==> config.mk <==
export PLATFORM = sky130hd
export DESIGN_NAME = i2c_reg_slave
export DESIGN_NICKNAME = d
export VERILOG_FILES = /design/src/rtl/i2c_reg_pkg.sv /design/src/rtl/i2c_line_sync.sv /design/src/rtl/reg_window_mem.sv /design/src/rtl/i2c_slave_ctrl.sv /design/src/rtl/i2c_reg_slave.sv
export SDC_FILE = /design/constraint.sdc
export NUM_CORES = 2
export LEC_CHECK = 0
export ABC_AREA = 1
export BUFFER_PORTS_ARGS = -buffer_cell sky130_fd_sc_hd__clkbuf_2
export CORE_MARGIN = 2
export CORE_UTILIZATION = 25
export CTS_CLUSTER_SIZE = 14
export DETAILED_ROUTE_END_ITERATION = 8
export GPL_TIMING_DRIVEN = 1
export PLACE_DENSITY_LB_ADDON = 0.25
export REMOVE_ABC_BUFFERS = 1
export SLEW_MARGIN = 20
export SYNTH_ARGS = -nofsm -noshare
export SYNTH_HDL_FRONTEND = slang
export SYNTH_SLANG_ARGS = --single-unit
export TNS_END_PERCENT = 30
==> constraint.sdc <==
create_clock -name clk -period 2.72 [get_ports clk]
set_input_delay 0.272 -clock clk [delete_from_list [all_inputs] [get_ports clk]]
set_output_delay 0.272 -clock clk [all_outputs]
set_load 0.01 [all_outputs]
==> src/rtl/i2c_reg_pkg.sv <==
package i2c_reg_pkg;
  localparam logic [6:0] ALERT_ADDR = 7'h0C;
  localparam int BYTE_W = 8;

  typedef enum logic [3:0] {
    S_IDLE, S_ADDR, S_AACK, S_WRX, S_WACK, S_RD, S_RACK, S_RWAIT
  } slv_state_e;
endpackage

==> src/rtl/i2c_line_sync.sv <==
module i2c_line_sync #(
  parameter int STAGES = 2
) (
  input  logic clk,
  input  logic rst_n,
  input  logic scl_i,
  input  logic sda_i,
  output logic scl_s,
  output logic sda_s,
  output logic scl_rise,
  output logic scl_fall,
  output logic start_det,
  output logic stop_det
);
  logic [STAGES-1:0] scl_sh, sda_sh;
  logic scl_q, sda_q;

  always_ff @(posedge clk or negedge rst_n) begin
    if (!rst_n) begin
      scl_sh <= '1;
      sda_sh <= '1;
      scl_q  <= 1'b1;
      sda_q  <= 1'b1;
    end else begin
      scl_sh <= {scl_sh[STAGES-2:0], scl_i};
      sda_sh <= {sda_sh[STAGES-2:0], sda_i};
      scl_q  <= scl_sh[STAGES-1];
      sda_q  <= sda_sh[STAGES-1];
    end
  end

  assign scl_s     = scl_sh[STAGES-1];
  assign sda_s     = sda_sh[STAGES-1];
  assign scl_rise  = scl_s & ~scl_q;
  assign scl_fall  = ~scl_s & scl_q;
  assign start_det = scl_s & scl_q & sda_q & ~sda_s;
  assign stop_det  = scl_s & scl_q & ~sda_q & sda_s;
endmodule

==> src/rtl/reg_window_mem.sv <==
module reg_window_mem #(
  parameter int AW = 8,
  parameter int DW = 8
) (
  input  logic          clk,
  input  logic          rst_n,
  input  logic          wr_en,
  input  logic [AW-1:0] wr_addr,
  input  logic [DW-1:0] wr_data,
  input  logic [AW-1:0] rd_addr,
  output logic [DW-1:0] rd_data
);
  localparam int DEPTH = 1 << AW;
  logic [DW-1:0] mem [DEPTH];

  always_ff @(posedge clk or negedge rst_n) begin
    if (!rst_n) begin
      for (int i = 0; i < DEPTH; i++) mem[i] <= '0;
      rd_data <= '0;
    end else begin
      if (wr_en) mem[wr_addr] <= wr_data;
      rd_data <= mem[rd_addr];
    end
  end
endmodule

==> src/rtl/i2c_slave_ctrl.sv <==
module i2c_slave_ctrl
  import i2c_reg_pkg::*;
#(
  parameter int AW = 8
) (
  input  logic          clk,
  input  logic          rst_n,
  input  logic [6:0]    slave_addr,
  input  logic          scl_s,
  input  logic          sda_s,
  input  logic          scl_rise,
  input  logic          scl_fall,
  input  logic          start_det,
  input  logic          stop_det,
  input  logic [BYTE_W-1:0] rd_data,
  output logic [AW-1:0] ptr,
  output logic          wr_en,
  output logic [AW-1:0] wr_addr,
  output logic [BYTE_W-1:0] wr_data,
  output logic          sda_oe
);
  slv_state_e state;
  logic [3:0] bitcnt;
  logic [BYTE_W-1:0] rx, tx;
  logic rd_mode, got_ptr, mack;
  logic hit;

  assign hit = (rx[7:1] == slave_addr) || (rx[7:1] == ALERT_ADDR);

  always_ff @(posedge clk or negedge rst_n) begin
    if (!rst_n) begin
      state <= S_IDLE; bitcnt <= '0; rx <= '0; tx <= '0;
      rd_mode <= 1'b0; got_ptr <= 1'b0; mack <= 1'b0;
      ptr <= '0; wr_en <= 1'b0; wr_addr <= '0; wr_data <= '0;
      sda_oe <= 1'b0;
    end else begin
      wr_en <= 1'b0;
      if (start_det) begin
        state <= S_ADDR; bitcnt <= '0; sda_oe <= 1'b0;
      end else if (stop_det) begin
        state <= S_IDLE; sda_oe <= 1'b0;
      end else begin
        case (state)
          S_ADDR, S_WRX: begin
            if (scl_rise) begin
              rx <= {rx[BYTE_W-2:0], sda_s};
              bitcnt <= bitcnt + 4'd1;
            end else if (scl_fall && bitcnt == 4'd8) begin
              if (state == S_ADDR) begin
                if (hit) begin
                  state <= S_AACK; sda_oe <= 1'b1; rd_mode <= rx[0];
                end else begin
                  state <= S_IDLE;
                end
              end else begin
                state <= S_WACK; sda_oe <= 1'b1;
                if (!got_ptr) begin
                  ptr <= rx[AW-1:0]; got_ptr <= 1'b1;
                end else begin
                  wr_en <= 1'b1; wr_addr <= ptr; wr_data <= rx;
                  ptr <= ptr + AW'(1);
                end
              end
            end
          end
          S_AACK: if (scl_fall) begin
            bitcnt <= '0;
            if (rd_mode) begin
              state <= S_RD; tx <= rd_data; sda_oe <= ~rd_data[7];
            end else begin
              state <= S_WRX; sda_oe <= 1'b0; got_ptr <= 1'b0;
            end
          end
          S_WACK: if (scl_fall) begin
            state <= S_WRX; sda_oe <= 1'b0; bitcnt <= '0;
          end
          S_RD: if (scl_fall) begin
            if (bitcnt == 4'd7) begin
              state <= S_RACK; sda_oe <= 1'b0; ptr <= ptr + AW'(1);
            end else begin
              bitcnt <= bitcnt + 4'd1;
              tx <= {tx[BYTE_W-2:0], 1'b0};
              sda_oe <= ~tx[6];
            end
          end
          S_RACK: begin
            if (scl_rise) mack <= ~sda_s;
            else if (scl_fall) begin
              if (mack) begin
                state <= S_RD; bitcnt <= '0;
                tx <= rd_data; sda_oe <= ~rd_data[7];
              end else begin
                state <= S_RWAIT;
              end
            end
          end
          default: ;
        endcase
      end
    end
  end

  a_r7_drive_changes_scl_low: assert property (@(posedge clk) disable iff (!rst_n)
    (sda_oe != $past(sda_oe)) |-> !$past(scl_s));
  a_r2_ack_after_match: assert property (@(posedge clk) disable iff (!rst_n)
    (state == S_AACK && $past(state) == S_ADDR) |->
      ($past(rx[7:1]) == slave_addr || $past(rx[7:1]) == ALERT_ADDR));
  a_r4_ptr_past_write: assert property (@(posedge clk) disable iff (!rst_n)
    wr_en |-> (ptr == wr_addr + AW'(1)));
  a_r3_write_after_ptr: assert property (@(posedge clk) disable iff (!rst_n)
    wr_en |-> got_ptr);
  a_r6_released_after_nack: assert property (@(posedge clk) disable iff (!rst_n)
    (state == S_RWAIT) |-> !sda_oe);
endmodule

==> src/rtl/i2c_reg_slave.sv <==
module i2c_reg_slave
  import i2c_reg_pkg::*;
#(
  parameter int AW          = 8,
  parameter int SYNC_STAGES = 2
) (
  input  logic       clk,
  input  logic       rst_n,
  input  logic [6:0] slave_addr,
  input  logic       scl_i,
  input  logic       sda_i,
  output logic       sda_oe
);
  logic scl_s, sda_s, scl_rise, scl_fall, start_det, stop_det;
  logic [AW-1:0] ptr, wr_addr;
  logic wr_en;
  logic [BYTE_W-1:0] wr_data, rd_data;

  i2c_line_sync #(.STAGES(SYNC_STAGES)) u_sync (
    .clk(clk), .rst_n(rst_n), .scl_i(scl_i), .sda_i(sda_i),
    .scl_s(scl_s), .sda_s(sda_s), .scl_rise(scl_rise), .scl_fall(scl_fall),
    .start_det(start_det), .stop_det(stop_det)
  );

  i2c_slave_ctrl #(.AW(AW)) u_ctrl (
    .clk(clk), .rst_n(rst_n), .slave_addr(slave_addr),
    .scl_s(scl_s), .sda_s(sda_s), .scl_rise(scl_rise), .scl_fall(scl_fall),
    .start_det(start_det), .stop_det(stop_det), .rd_data(rd_data),
    .ptr(ptr), .wr_en(wr_en), .wr_addr(wr_addr), .wr_data(wr_data),
    .sda_oe(sda_oe)
  );

  reg_window_mem #(.AW(AW), .DW(BYTE_W)) u_mem (
    .clk(clk), .rst_n(rst_n), .wr_en(wr_en), .wr_addr(wr_addr),
    .wr_data(wr_data), .rd_addr(ptr), .rd_data(rd_data)
  );
endmodule

[Word level (Yosys, flattened, before mapping)]
Cells that the tools add are included.
Cells by class
  order comparisons: 3
  equal/unequal tests: 40
  mux-type cells: 74
  multiply operators: 0
  $add $sub $neg: 2
  reductions and logical operators: 20
  shifts and indexed selects: 0
  bitwise gates (word level): 19
  div/mod/pow operators: 0
Operator list (number)
  2048-bit bitwise mux: 1
  4-bit 2-to-1 mux: 19
  8-bit 2-to-1 mux: 9
  8-bit binary-select mux with 8-bit select: 1
  8-bit demux with 8-bit select: 1
  7-bit 2-to-1 mux: 7
  4-bit by 3-bit != test with 1-bit output, second input constant: 7
  1-bit 2-to-1 mux: 26
  7-bit one-hot mux with 3 select lines: 1
  4-bit one-hot mux with 5 select lines: 1
  10-bit AND reduction: 2
  9-bit greater-or-equal comparator, second input constant: 2
  8-bit NOT with 9-bit output: 2
  9-bit AND reduction: 2
  4-bit by 3-bit equality test with 1-bit output, second input constant: 4
  4-bit one-hot mux with 4 select lines: 1
  8-bit one-hot mux with 2 select lines: 1
  8-bit AND reduction: 2
  2-bit by 1-bit != test with 1-bit output, second input constant: 7
  7-bit AND reduction: 2
  2-bit != test, second input constant: 6
  1-bit NOT: 10
  9-bit by 1-bit < comparator with 1-bit output, second input constant: 1
  3-bit by 2-bit != test with 1-bit output, second input constant: 3
  other kinds (24): 40
Word-level totals
  memories: 0
  bits of input ports: 11
  bits in latches: 0
  word-level logic and storage cells: 431
  bits in registers: 2114
  bits in read-only memories: 0
  bits in writable memories: 0
  output and inout bits: 1

[Depth between registers and ports, before layout]
  word-level depth: 9
  mapped depth: 18
  depth with buffers taken out: 15

[By module]
Synthesis repeated with hierarchy kept, for this count alone.
Unflattened totals
  cells, all modules: 11961
  area total of the unflattened synthesis: 95613.0 um^2
By module, submodules not included
  reg_window_mem: cells an instance 11573, seq. area each 51449.3 um^2, instances 1, area an instance 92543.8 um^2
  i2c_slave_ctrl: cells an instance 371, seq. area each 1276.2 um^2, instances 1, area an instance 2870.3 um^2
  i2c_line_sync: cells an instance 17, seq. area each 157.7 um^2, instances 1, area an instance 198.9 um^2

[Worst setup path before layout]
OpenSTA, ideal clock, no wires.
  path type: register to register
  start point: register u_ctrl.ptr[0]
  end point: register u_mem.rd_data[1]
  path slack: 0.802 ns
  required time: 2.602 ns
  data arrival time: 1.800 ns
  period minus slack after synthesis: 1.918 ns
  cell stages (with the launch flop): 15
  path buffers: 4
  library setup time: 0.118 ns
  cells stage by stage: dfrtp_1 > inv_2 > buf_2 > buf_2 > buf_2 > buf_2 > nand2_1 > nand3_1 > nand3_1 > nand3_1 > nand2_1 > a21oi_1 > nand3_1 > nand3_1 > nand2_1
Between the ends
  word-level cells in the longest chain between the ends: 4
Ends and longest elaborated chain
  start: declaration: RTL line i2c_slave_ctrl.sv:16  | output logic [AW-1:0] ptr,
  start signal: assignment: RTL line i2c_slave_ctrl.sv:61  | ptr <= ptr + AW'(1);
  8-bit NOT with 9-bit output (not written as such): RTL line reg_window_mem.sv:22  | rd_data <= mem[rd_addr];
  8-bit binary-select mux with 8-bit select: RTL line reg_window_mem.sv:22
  8-bit 2-to-1 mux (not written as such) (2 in series): RTL line reg_window_mem.sv:22
  end signal: assignment: RTL line reg_window_mem.sv:22
  end: declaration: RTL line reg_window_mem.sv:11  | output logic [DW-1:0] rd_data
No other way between the ends. The select of a mux whose other input is x is not followed.
A chain may end at the register's enable or synchronous reset.

[Worst setup path after layout]
  start point: register u_ctrl.ptr[0]
  end point: register u_mem.rd_data[6]
Same word-level chain as after synthesis.

==> flow_summary.yaml <==
die:
  initial_utilization_pct: 25.11
  floorplan.rows: 229
  area_of_the_die_um2: 395600
  core_region_area_um2: 388800
  top_level_ports: 12
  die_height_um: 629.0
  die_x_um: 629.0
critical_path:
  critPathCapture: "u_mem.rd_data[6]"
  endpoint_kind: "register"
  critical_path.startpoint_type: "register"
  r2r_cells: 13
  r2r-end: "u_mem.rd_data[6]"
  crit_arrival_ns: 3.54
  req_time_crit_path_ns: 3.54
  worstPathMaxFanout: 23
  worstSetupPathType: "register to register"
  reg2reg_from: "u_ctrl.ptr[0]"
  regToRegSetupSlack_ns: 0.003
  critPathLaunch: "u_ctrl.ptr[0]"
routing:
  route.vias.total: 83070
  number_of_iterations_in_the_first_detailed_routing_pass: 8
  met1_length_um: 166300
  met3_length_um: 18720
  drt_iter0_markers: 8448
  wire_per_inst_um: 19.71
  antenna_left: 0
  topRoutingLayerUsed: "met5"
  met2WireLength_um: 157200
  wl_um: 350300
  drc_errors: 0
  route.detailed.vias_per_inst: 4.674
layout:
  synthToLayoutAreaGrowth_pct: 16.91
  post-route-util_pct: 29.36
  post_route_cells_drive_above_1_share_pct: 7.222
  postLayoutCellArea_um2: 114200
  seq_area_um2: 52900
  design.final.nets: 12400
  multi_input_area_um2: 39230
  layout.filler_cells: 42130
power:
  pwr_density_cell_nw_per_um2: 850.2
  design_power_mw: 97.06
  netSwitchingPower_mw: 36.06
  netSwitchingFraction_pct: 37.16
  power.internal_mw: 61.00
  power_frac_seq_pct: 33.2
  total_leakage_power_nw: 50.52
  part_of_the_total_power_dissipated_in_combinational_logic_pct: 32.5
  worst_ir_drop_vdd_mv: 0.5402
  power.share.clock_pct: 34.3
placed_design:
  half_perimeter_wire_length_of_the_detailed_placement_result_um: 218800
  detailed_place.area_um2: 105800
  io_buffer_count: 11
  gp_congestion: 0.8501
  post-place-ws_ns: -0.1445
yosys:
  synthCells: 12650
  ys_dominant_reg_cell: "dfrtp_1"
  synth_area_leaders: "dfrtp_1 (54%), nand2_1 (17%), o21ai_0 (13%)"
  synth_area_um2: 97650
  ys_seq_elements: 2113
  largest_area_contributor_in_the_synthesized_netlist: "dfrtp_1"
  synth_sequential_area_ratio_pct: 54.16
  synth_edf_count: 0
  synth-warning-count: 0
  synth_cell_type_count: 35
  post_synth.cell_area_avg_um2: 7.721
  synth_largest_type_area_fraction_pct: 54.00
  share_of_synthesized_flip_flops_with_an_asynchronous_set_or_reset_pct: 100.0
timing:
  rsz0062_at_grt: "yes"
  fin_ws_ns: 0.002934
  fmax_mhz: 368.0
  finClkSkew_ns: 0.06736
  maxSlewHeadroom_pct: 47.43
  finalCriticalPeriod_ns: 2.717
  maxSlewViolCount: 0
  setup-violations-final: 0
  final-hold-violation-count: 0
  worst-slew-pin-transition_ns: 0.7885
  fin_crit_sh_pct: 99.89
global_routing:
  via_count_of_the_first_global_routing_pass: 80180
  grt_usage_pct: 17.29
  initial_antenna_violation_count: 19
  grt_overflow: 0
  grt_first_pass_wirelength_um: 532500
  grt_start_max_net_pins: 112
job:
  timing.max_cap.violations: 0
cts:
  clock_insertion_delay_worst_skew_ns: 0.93
  tritoncts_clock_tree: "yes"
  root_buffer: "clkbuf_16"
  tritoncts.num_buffers: 239
  cts.sinks: 2113
  cts.clk_slew.worst_paths_ns: 0.06
  clk_path_buf_depth: 4
  cts_max_level: 4
worst_hold_path:
  hold_class: "primary input to asynchronous set/reset pin"
run_status:
  run_status: "completed"
==> flip-flops by register name (all words and copies together) (netlist names), 3 cells and up <==
signal	flops
u_ctrl.ptr	8
u_mem.mem	2048
u_mem.rd_data	8
u_ctrl.rx	8
u_ctrl.wr_addr	8
u_ctrl.wr_data	8
u_ctrl.bitcnt	4
u_ctrl.tx	7
u_ctrl.state	3
==> cell families (layout without fill, tap and decap cells) <==
kind of cell	count (synthesis)	after routing	synth area share, %
AOI/OAI and AO/OA	2971	2971	15.55
xor gates and xnor gates	10	10	0.08969
adders and majority gates	3	3	0.03844
buffers and inverters	1473	1398	5.898
DFF	2113	2113	54.16
other	0	3	0
and+or+nand+nor	6077	6077	24.27
==> power groups by stage <==
stage | sequential (mW) | clock, mW | combinational (mW)
after floorplan | 33.2 | 0 | 7.67
after detailed placement | 32.8 | 0 | 30.7
after global placement | 32.8 | 0 | 30.9
after global routing | 32.2 | 35.4 | 34.3
final | 32.2 | 33.3 | 31.5
after CTS | 32.2 | 34.1 | 30.9
==> synth_stat cells, types with 3 or more instances <==
cell type and instances:
ha_1 3, nor3_1 6, nor4_4 4, buf_4 5
buf_2 168, nand4_1 5, dfstp_2 6, nand3_1 586
dfrtp_1 2107, a31oi_1 3, nand2_1 4320, o21ai_0 2616
or2_2 4, nor3_2 8, inv_2 5, xnor2_1 5
clkinv_1 6, nor2_1 1141, o211ai_1 110, a21oi_1 110
inv_1 512, o21ai_1 122, a211oi_1 3, clkbuf_1 715
xor2_1 5, buf_1 61
==> area by class of cell <==
cell class	instances	share of cell area, %
flip-flops and latches	2113	46.33
repair buffers	449	4.808
diodes	3	0.006576
repair inverters	1	0.009864
clock buffers	356	6.230
multi-input cells	9061	34.36
inverters	523	1.823
clock inverters	69	0.7299
well taps	5197	5.696
==> per-stage QoR <==
step	cells	hold WS (ns)	TNS, ns
final	17770	0.07188	0
after global routing	17770	0.05374	-0.1255
after CTS	17760	0.04085	-0.001165
after detailed placement	17330	0.3648	-0.7970
after global placement	17330	0.3618	-0.8624
after floorplan	11700	-0.02359	-2485.84
==> how the worst min path moves through the flow <==
stage                            end  slack [ns]  depth (start not counted)
floorplan           u_ctrl.bitcnt[0]       -0.02                          0
global placement    u_sync.scl_sh[0]        0.36                          1
detailed placement  u_sync.scl_sh[0]        0.36                          1
CTS                  u_mem.mem[1838]        0.04                          3
global route         u_mem.mem[1838]        0.05                          3
finish                u_mem.mem[443]        0.07                          3
==> critical path: stages, from the launching register on <==
cell	delay, ns
dfrtp_4	0.56
buf_12	0.25
buf_12	0.20
buf_4	0.22
nand2_1	0.07
nand3_1	0.08
nand3_1	0.07
nand3_1	0.22
nand2_1	0.21
a21oi_1	0.19
buf_4	0.15
nand3_1	0.13
nand3_1	0.17
nand2_1	0.07
==> what timing repair did <==
action	CTS	global route
setup endpoints to repair	7	8
setup buffers	0	1
hold buffers	5	0
gates resized for setup	8	48
endpoints found under the hold margin	1941	0
pin swaps	0	2
gates cloned	0	7
==> metal layers <==
| layer | up-vias | global-route usage, % |
|---|---|---|
| met5 | - | 0 |
| met4 | 4 | 3.951 |
| met3 | 391 | 2.420 |
| met2 | 2000 | 27.32 |
| met1 | 40480 | 24.92 |
| li1 | 40200 | - |
==> placed cells by master, fill, tap and decap left out, types with 6 or more instances in the layout <==
cell type,count
nand2_1,4314
o21ai_0,2614
dfrtp_1,2103
nor2_1,1115
nand3_1,577
inv_1,502
buf_4,268
clkbuf_16,246
buf_12,146
o21ai_1,124
o211ai_1,110
a21oi_1,109
clkbuf_8,67
clkbuf_1,49
clkinv_2,39
nor2_2,18
bufinv_16,17
clkbuf_2,10
nand3_2,9
inv_8,9
buf_16,9
inv_6,8
nor2_4,8
nor3_4,8
nand2_2,7
nor3_1,6
dfstp_2,6
(Power assumes the default switching activity.)
